### src/rtl/tbt_pkg.sv
package tbt_pkg;
  localparam int unsigned CTRL_W   = 8;
  localparam int unsigned FLAG_POS = 7;
  localparam int unsigned IEN_POS  = 6;
  localparam int unsigned SEL_LSB  = 1;
  localparam int unsigned SEL_W    = 4;
  localparam int unsigned CLR_POS  = 0;
  localparam int unsigned N_CAUSE  = 6;
  localparam int unsigned CS_SW    = 0;
  localparam int unsigned CS_STOPD = 1;
  localparam int unsigned CS_STOPM = 2;
  localparam int unsigned CS_SUB   = 3;
  localparam int unsigned CS_POR   = 4;
  localparam int unsigned CS_LVR   = 5;
endpackage

### src/rtl/tbt_reload_merge.sv
module tbt_reload_merge #(
  parameter int unsigned NC = 6
) (
  input  logic          clk,
  input  logic          rst,
  input  logic [NC-1:0] cause,
  input  logic          wdt_link,
  output logic          reload,
  output logic          reload_pulse,
  output logic          wdt_clr
);
  assign reload = |cause;

  always_ff @(posedge clk) begin
    if (rst) begin
      reload_pulse <= 1'b0;
      wdt_clr      <= 1'b0;
    end else begin
      reload_pulse <= reload;
      wdt_clr      <= reload & wdt_link;
    end
  end

  AST_WDT_NEEDS_LINK: assert property (@(posedge clk) disable iff (rst)
    !wdt_link |=> !wdt_clr);
endmodule

### src/rtl/tbt_counter.sv
module tbt_counter #(
  parameter int unsigned CNT_W = 24
) (
  input  logic             clk,
  input  logic             rst,
  input  logic             reload,
  input  logic             tick,
  output logic [CNT_W-1:0] cnt
);
  localparam logic [CNT_W-1:0] ONE = {{(CNT_W-1){1'b0}}, 1'b1};

  always_ff @(posedge clk) begin
    if (rst || reload)
      cnt <= '1;
    else if (tick)
      cnt <= cnt - ONE;
  end

  AST_RELOAD_ONES: assert property (@(posedge clk) disable iff (rst)
    reload |=> (cnt == '1));
  AST_DECREMENT: assert property (@(posedge clk) disable iff (rst)
    (!reload && tick) |=> (cnt == $past(cnt) - ONE));
  AST_IDLE_HOLD: assert property (@(posedge clk) disable iff (rst)
    (!reload && !tick) |=> $stable(cnt));
endmodule

### src/rtl/tbt_interval.sv
module tbt_interval #(
  parameter int unsigned CNT_W    = 24,
  parameter int unsigned SEL_W    = 4,
  parameter int unsigned SEL_BASE = 8
) (
  input  logic [CNT_W-1:0] cnt,
  input  logic [SEL_W-1:0] sel,
  input  logic             tick,
  input  logic             reload,
  output logic             evt
);
  localparam int unsigned N_SEL = 1 << SEL_W;
  logic [N_SEL-1:0] low_zero;

  for (genvar i = 0; i < N_SEL; i++) begin : g_tap
    assign low_zero[i] = ~|cnt[SEL_BASE+i:0];
  end

  assign evt = tick & ~reload & low_zero[sel];
endmodule

### src/rtl/tbt_ctrl.sv
module tbt_ctrl
  import tbt_pkg::*;
(
  input  logic              clk,
  input  logic              rst,
  input  logic              wr_en,
  input  logic [CTRL_W-1:0] wr_data,
  input  logic              evt,
  output logic [SEL_W-1:0]  sel,
  output logic [CTRL_W-1:0] rd_data,
  output logic              irq
);
  logic             flag_q, ien_q, flag_n, ien_n;
  logic [SEL_W-1:0] sel_n;
  logic             unused_wr_bits;

  assign unused_wr_bits = wr_data[5] | wr_data[CLR_POS];

  always_comb begin
    flag_n = flag_q;
    ien_n  = ien_q;
    sel_n  = sel;
    if (wr_en) begin
      if (!wr_data[FLAG_POS]) flag_n = 1'b0;
      ien_n = wr_data[IEN_POS];
      sel_n = wr_data[SEL_LSB +: SEL_W];
    end
    if (evt) flag_n = 1'b1;
  end

  always_ff @(posedge clk) begin
    if (rst) begin
      flag_q <= 1'b0;
      ien_q  <= 1'b0;
      sel    <= '0;
      irq    <= 1'b0;
    end else begin
      flag_q <= flag_n;
      ien_q  <= ien_n;
      sel    <= sel_n;
      irq    <= flag_n & ien_n;
    end
  end

  assign rd_data = {flag_q, ien_q, 1'b0, sel, 1'b0};

  AST_FLAG_W1_NOSET: assert property (@(posedge clk) disable iff (rst)
    (wr_en && wr_data[FLAG_POS] && !flag_q && !evt) |=> !flag_q);
  AST_IRQ_NEEDS_EN: assert property (@(posedge clk) disable iff (rst)
    irq |-> ien_q);
endmodule

### src/rtl/tick_base_timer.sv
module tick_base_timer
  import tbt_pkg::*;
#(
  parameter int unsigned CNT_W    = 24,
  parameter int unsigned SEL_BASE = 8,
  parameter int unsigned TAP_W    = 4
) (
  input  logic              clk,
  input  logic              rst,
  input  logic              tick_en,
  input  logic              src_stopped,
  input  logic              enter_stop,
  input  logic              enter_sub,
  input  logic              por_clr,
  input  logic              lvr_clr,
  input  logic              wdt_link,
  input  logic              wr_en,
  input  logic [CTRL_W-1:0] wr_data,
  output logic [CTRL_W-1:0] rd_data,
  output logic              irq,
  output logic [TAP_W-1:0]  taps,
  output logic              reload_pulse,
  output logic              wdt_clr
);
  logic [N_CAUSE-1:0] cause;
  logic               reload, evt;
  logic [CNT_W-1:0]   cnt;
  logic [SEL_W-1:0]   sel;

  always_comb begin
    cause           = '0;
    cause[CS_SW]    = wr_en & wr_data[CLR_POS];
    cause[CS_STOPD] = src_stopped;
    cause[CS_STOPM] = enter_stop;
    cause[CS_SUB]   = enter_sub;
    cause[CS_POR]   = por_clr;
    cause[CS_LVR]   = lvr_clr;
  end

  tbt_reload_merge #(.NC(N_CAUSE)) u_merge (
    .clk(clk), .rst(rst), .cause(cause), .wdt_link(wdt_link),
    .reload(reload), .reload_pulse(reload_pulse), .wdt_clr(wdt_clr)
  );

  tbt_counter #(.CNT_W(CNT_W)) u_cnt (
    .clk(clk), .rst(rst), .reload(reload), .tick(tick_en), .cnt(cnt)
  );

  tbt_interval #(.CNT_W(CNT_W), .SEL_W(SEL_W), .SEL_BASE(SEL_BASE)) u_int (
    .cnt(cnt), .sel(sel), .tick(tick_en), .reload(reload), .evt(evt)
  );

  tbt_ctrl u_ctrl (
    .clk(clk), .rst(rst), .wr_en(wr_en), .wr_data(wr_data), .evt(evt),
    .sel(sel), .rd_data(rd_data), .irq(irq)
  );

  assign taps = cnt[TAP_W-1:0];

  AST_CLEAR_WINS: assert property (@(posedge clk) disable iff (rst)
    (reload && !rd_data[FLAG_POS]) |=> !rd_data[FLAG_POS]);
  AST_WDT_FOLLOWS: assert property (@(posedge clk) disable iff (rst)
    wdt_clr |-> reload_pulse);
  AST_TAPS_RELOADED: assert property (@(posedge clk) disable iff (rst)
    reload_pulse |-> (taps == '1));
  AST_CLR_READS_ZERO: assert property (@(posedge clk) disable iff (rst)
    (rd_data[CLR_POS] == 1'b0) && (rd_data[5] == 1'b0));
endmodule

### config.mk
export PLATFORM = sky130hd
export DESIGN_NAME = tick_base_timer
export DESIGN_NICKNAME = d
export VERILOG_FILES = /design/src/rtl/tbt_pkg.sv /design/src/rtl/tbt_reload_merge.sv /design/src/rtl/tbt_counter.sv /design/src/rtl/tbt_interval.sv /design/src/rtl/tbt_ctrl.sv /design/src/rtl/tick_base_timer.sv
export SDC_FILE = /design/constraint.sdc
export NUM_CORES = 1
export LEC_CHECK = 0
export CAP_MARGIN = 20
export CORE_ASPECT_RATIO = 1.4
export CORE_MARGIN = 10
export CORE_UTILIZATION = 50
export DETAILED_ROUTE_END_ITERATION = 6
export GPL_ROUTABILITY_DRIVEN = 0
export GPL_TIMING_DRIVEN = 0
export PLACE_DENSITY = 0.89
export RECOVER_POWER = 25
export SKIP_LAST_GASP = 1
export SYNTH_ARGS = -nofsm -noshare
export SYNTH_HDL_FRONTEND = slang
export SYNTH_SLANG_ARGS = --single-unit
export TNS_END_PERCENT = 10
### constraint.sdc
create_clock -name clk -period 2.75 [get_ports clk]
set_input_delay 0.275 -clock clk [delete_from_list [all_inputs] [get_ports clk]]
set_output_delay 0.275 -clock clk [all_outputs]
set_load 0.1 [all_outputs]
==> summary.txt <==
status - complete, no violations
DRT antenna net count - 0
Post-DP HPWL - 2.77 mm
Yosys cell types - 40
Worst EP arrival - 2.60 ns
sw frac - 26.4%
P_leak - 0.717 nW
top-area cell type share of the netlist area - 40.8%
#FFs+latches synth - 33
P_sw - 0.000270 W
syn_area_per_cell - 8.80 um^2
CTS max path bufs - 2
Syn-to-layout area delta - 26.2%
row cnt - 24
GRT Total Usage - 13.9%
Max H-tree Level - 2
worst min path class - input port to flip-flop
Initial DRT Pass Iterations - 4
fraction of layout cells with a size suffix above 1 - 10.5%
top_reg_cell synth - dfxtp_1
grt total ovfl - 0
CP Launch Type - input port
I/O Pins - 33
PwrDens - 500 nW/um^2
vias in the first global route - 1453
hold_sp - rst
final setup TNS - 0 ns
first-pass GRT wire length - 6.26 mm
async set-reset flop share out of synthesis - 0%
Synth Warn # - 0
CTS Buf Count - 5
vias after detailed routing - 1412
peak supply drop - 0.397 mV
post-synthesis sequential area ratio - 40.8%
Worst-Margin Slew - 0.988 ns
skew final - 0.00495 ns
critical path class - input port to flip-flop
fin crit share - 86.1%
origin of the critical flop-to-flop path - u_cnt.cnt[2]
power share of the clock group - 39.8%
Clock Latency Late Sink - 0.30 ns
Seq pwr share - 47.9%
minimum clock period - 2.37 ns
WL/cell - 14.3 um
Worst setup EP type - flip-flop
area of the mapped netlist - 1620 um^2
CP Max Fanout - 8
Clock Tree Root - clkbuf_8
Iter 0 DRT Violations - 63
Synth area leader - dfxtp_1
fmax - 0.422 GHz
RSZ-0062 raised after global routing - false
hold_buf cts - 0
Worst slew margin - 33.9%
Via density - 5.45
CTS tree - done
max_cap viols - 0
CP Launch Point - tick_en
ant diodes - 0
cts repair resizes - 0
Logic pwr share - 12.3%
Net count, final - 239
final WL - 3.70 mm
Die Area - 5950 um^2
CORE AREA - 3120 um^2
initial cell density of the core - 51.8%
Clock Pin Slew Worst Setup and Hold Paths - 0.07 ns
Worst EP required - 2.98 ns
setup bufs post-CTS - 0
Final Hold Vio Count - 0
Hold WS - 0.361 ns
largest net degree at the start of global routing - 11
Die W - 68.1 um
synth top area cells - dfxtp_1 (41%), nand2_1 (6.3%), xnor2_1 (6.0%)
Setup violations, final - 0
# port buffers - 27
total power - 0.00102 W
die height - 87.3 um
EDFF count, synth - 0
initial antenna violation count - 0
internal cell power - 0.000753 W
Mapped Cells - 184
drt drc - 0
Clock Sinks - 33
Final Max Slew Viols - 0
==> worst max-delay path: stages <==
cell and delay (ns):
clkdlybuf4s50_1 0.57, nor4b_2 0.59, nand4_1 0.42, nor3_1 0.33, nor3b_2 0.24, mux2i_1 0.19
==> sequential cells by signal (all words and copies together) (netlist names) <==
register / count
u_merge.reload_pulse: 1
u_cnt.cnt: 24
u_ctrl.flag_q: 1
u_merge.wdt_clr: 1
u_ctrl.irq: 1
u_ctrl.ien_q: 1
u_ctrl.sel: 4
==> routing by layer <==
metal	part of all wire (%)	vias to the layer above	global-route usage (%)
met2	53	29	22.5
met3	5.0	9	4.25
met4	2.8	0	12.3
met1	39	674	13.6
met5	0	-	0
li1	-	700	-
==> synth_stat cells (3+ instances only) <==
library cell and instances:
a21o_1 3, a21oi_1 5, buf_4 8, clkbuf_1 7, dfxtp_1 33, inv_1 5, mux2i_1 6, nand2_1 27
nand3_1 7, nand4_1 3, nor2_1 10, nor3_1 9, nor4_1 5, o21ai_0 5, or3_1 5, xnor2_1 11
xor2_1 7
==> cell type report <==
type	instances	area, um^2
plain buffers	16	97.6
clock buffers	7	96.3
repair buffers	27	270
well taps	39	48.8
inverters	5	18.8
fillers	265	1080
flip-flops and latches	33	661
clock inverters	1	5.00
multi-input cells	131	846
==> placed cells by master, fill, tap and decap left out, types with 6 or more instances in the layout <==
cell / instances
mux2i_1: 6
xor2_1: 7
dfxtp_1: 33
nand2_1: 27
buf_4: 8
clkbuf_8: 7
clkbuf_1: 7
nand3_1: 7
clkdlybuf4s50_1: 22
nor2_1: 10
nor3_1: 9
xnor2_1: 11
==> cells by family after synthesis <==
kind of cell,synth area share [%]
AO/OA/AOI/OAI,11.6
XOR/XNOR,9.74
adder cells (fa/ha/maj),1.55
buffers and inverters,7.19
flip-flops,40.8
multiplexers,3.71
other,0.232
AND/OR/NAND/NOR,25.2
==> path summary, 6_finish.rpt <==
kind              endpoint  slack (ns)  cells after the start
min reg2reg  u_cnt.cnt[15]        0.50                      2
min          u_ctrl.sel[0]        0.36                      2
max reg2reg  u_cnt.cnt[20]        0.53                      5
max          u_cnt.cnt[20]        0.38                      6
==> per-stage QoR <==
step           cell area (um^2)  cells  setup slack (ns)  util, %
4_1_cts                    2040    259             0.408     65.4
5_1_grt                    2040    259             0.153     65.4
3_5_place_dp               1940    251            0.0806     62.2
6_report                   2040    259             0.382     65.4
2_1_floorplan              1620    185             0.371        -
3_3_place_gp               1940    251             0.170     62.2
==> power by group through the flow <==
stage / clock network [W] / logic, W / registers, W
3_3_place_gp: 0 / 0.000125 / 0.000500
5_1_grt: 0.000436 / 0.000132 / 0.000491
6_report: 0.000407 / 0.000125 / 0.000490
2_1_floorplan: 0 / 0.0000509 / 0.000536
4_1_cts: 0.000414 / 0.000127 / 0.000490
3_5_place_dp: 0 / 0.000127 / 0.000501
Note: power is estimated with default switching activity, not from simulation.
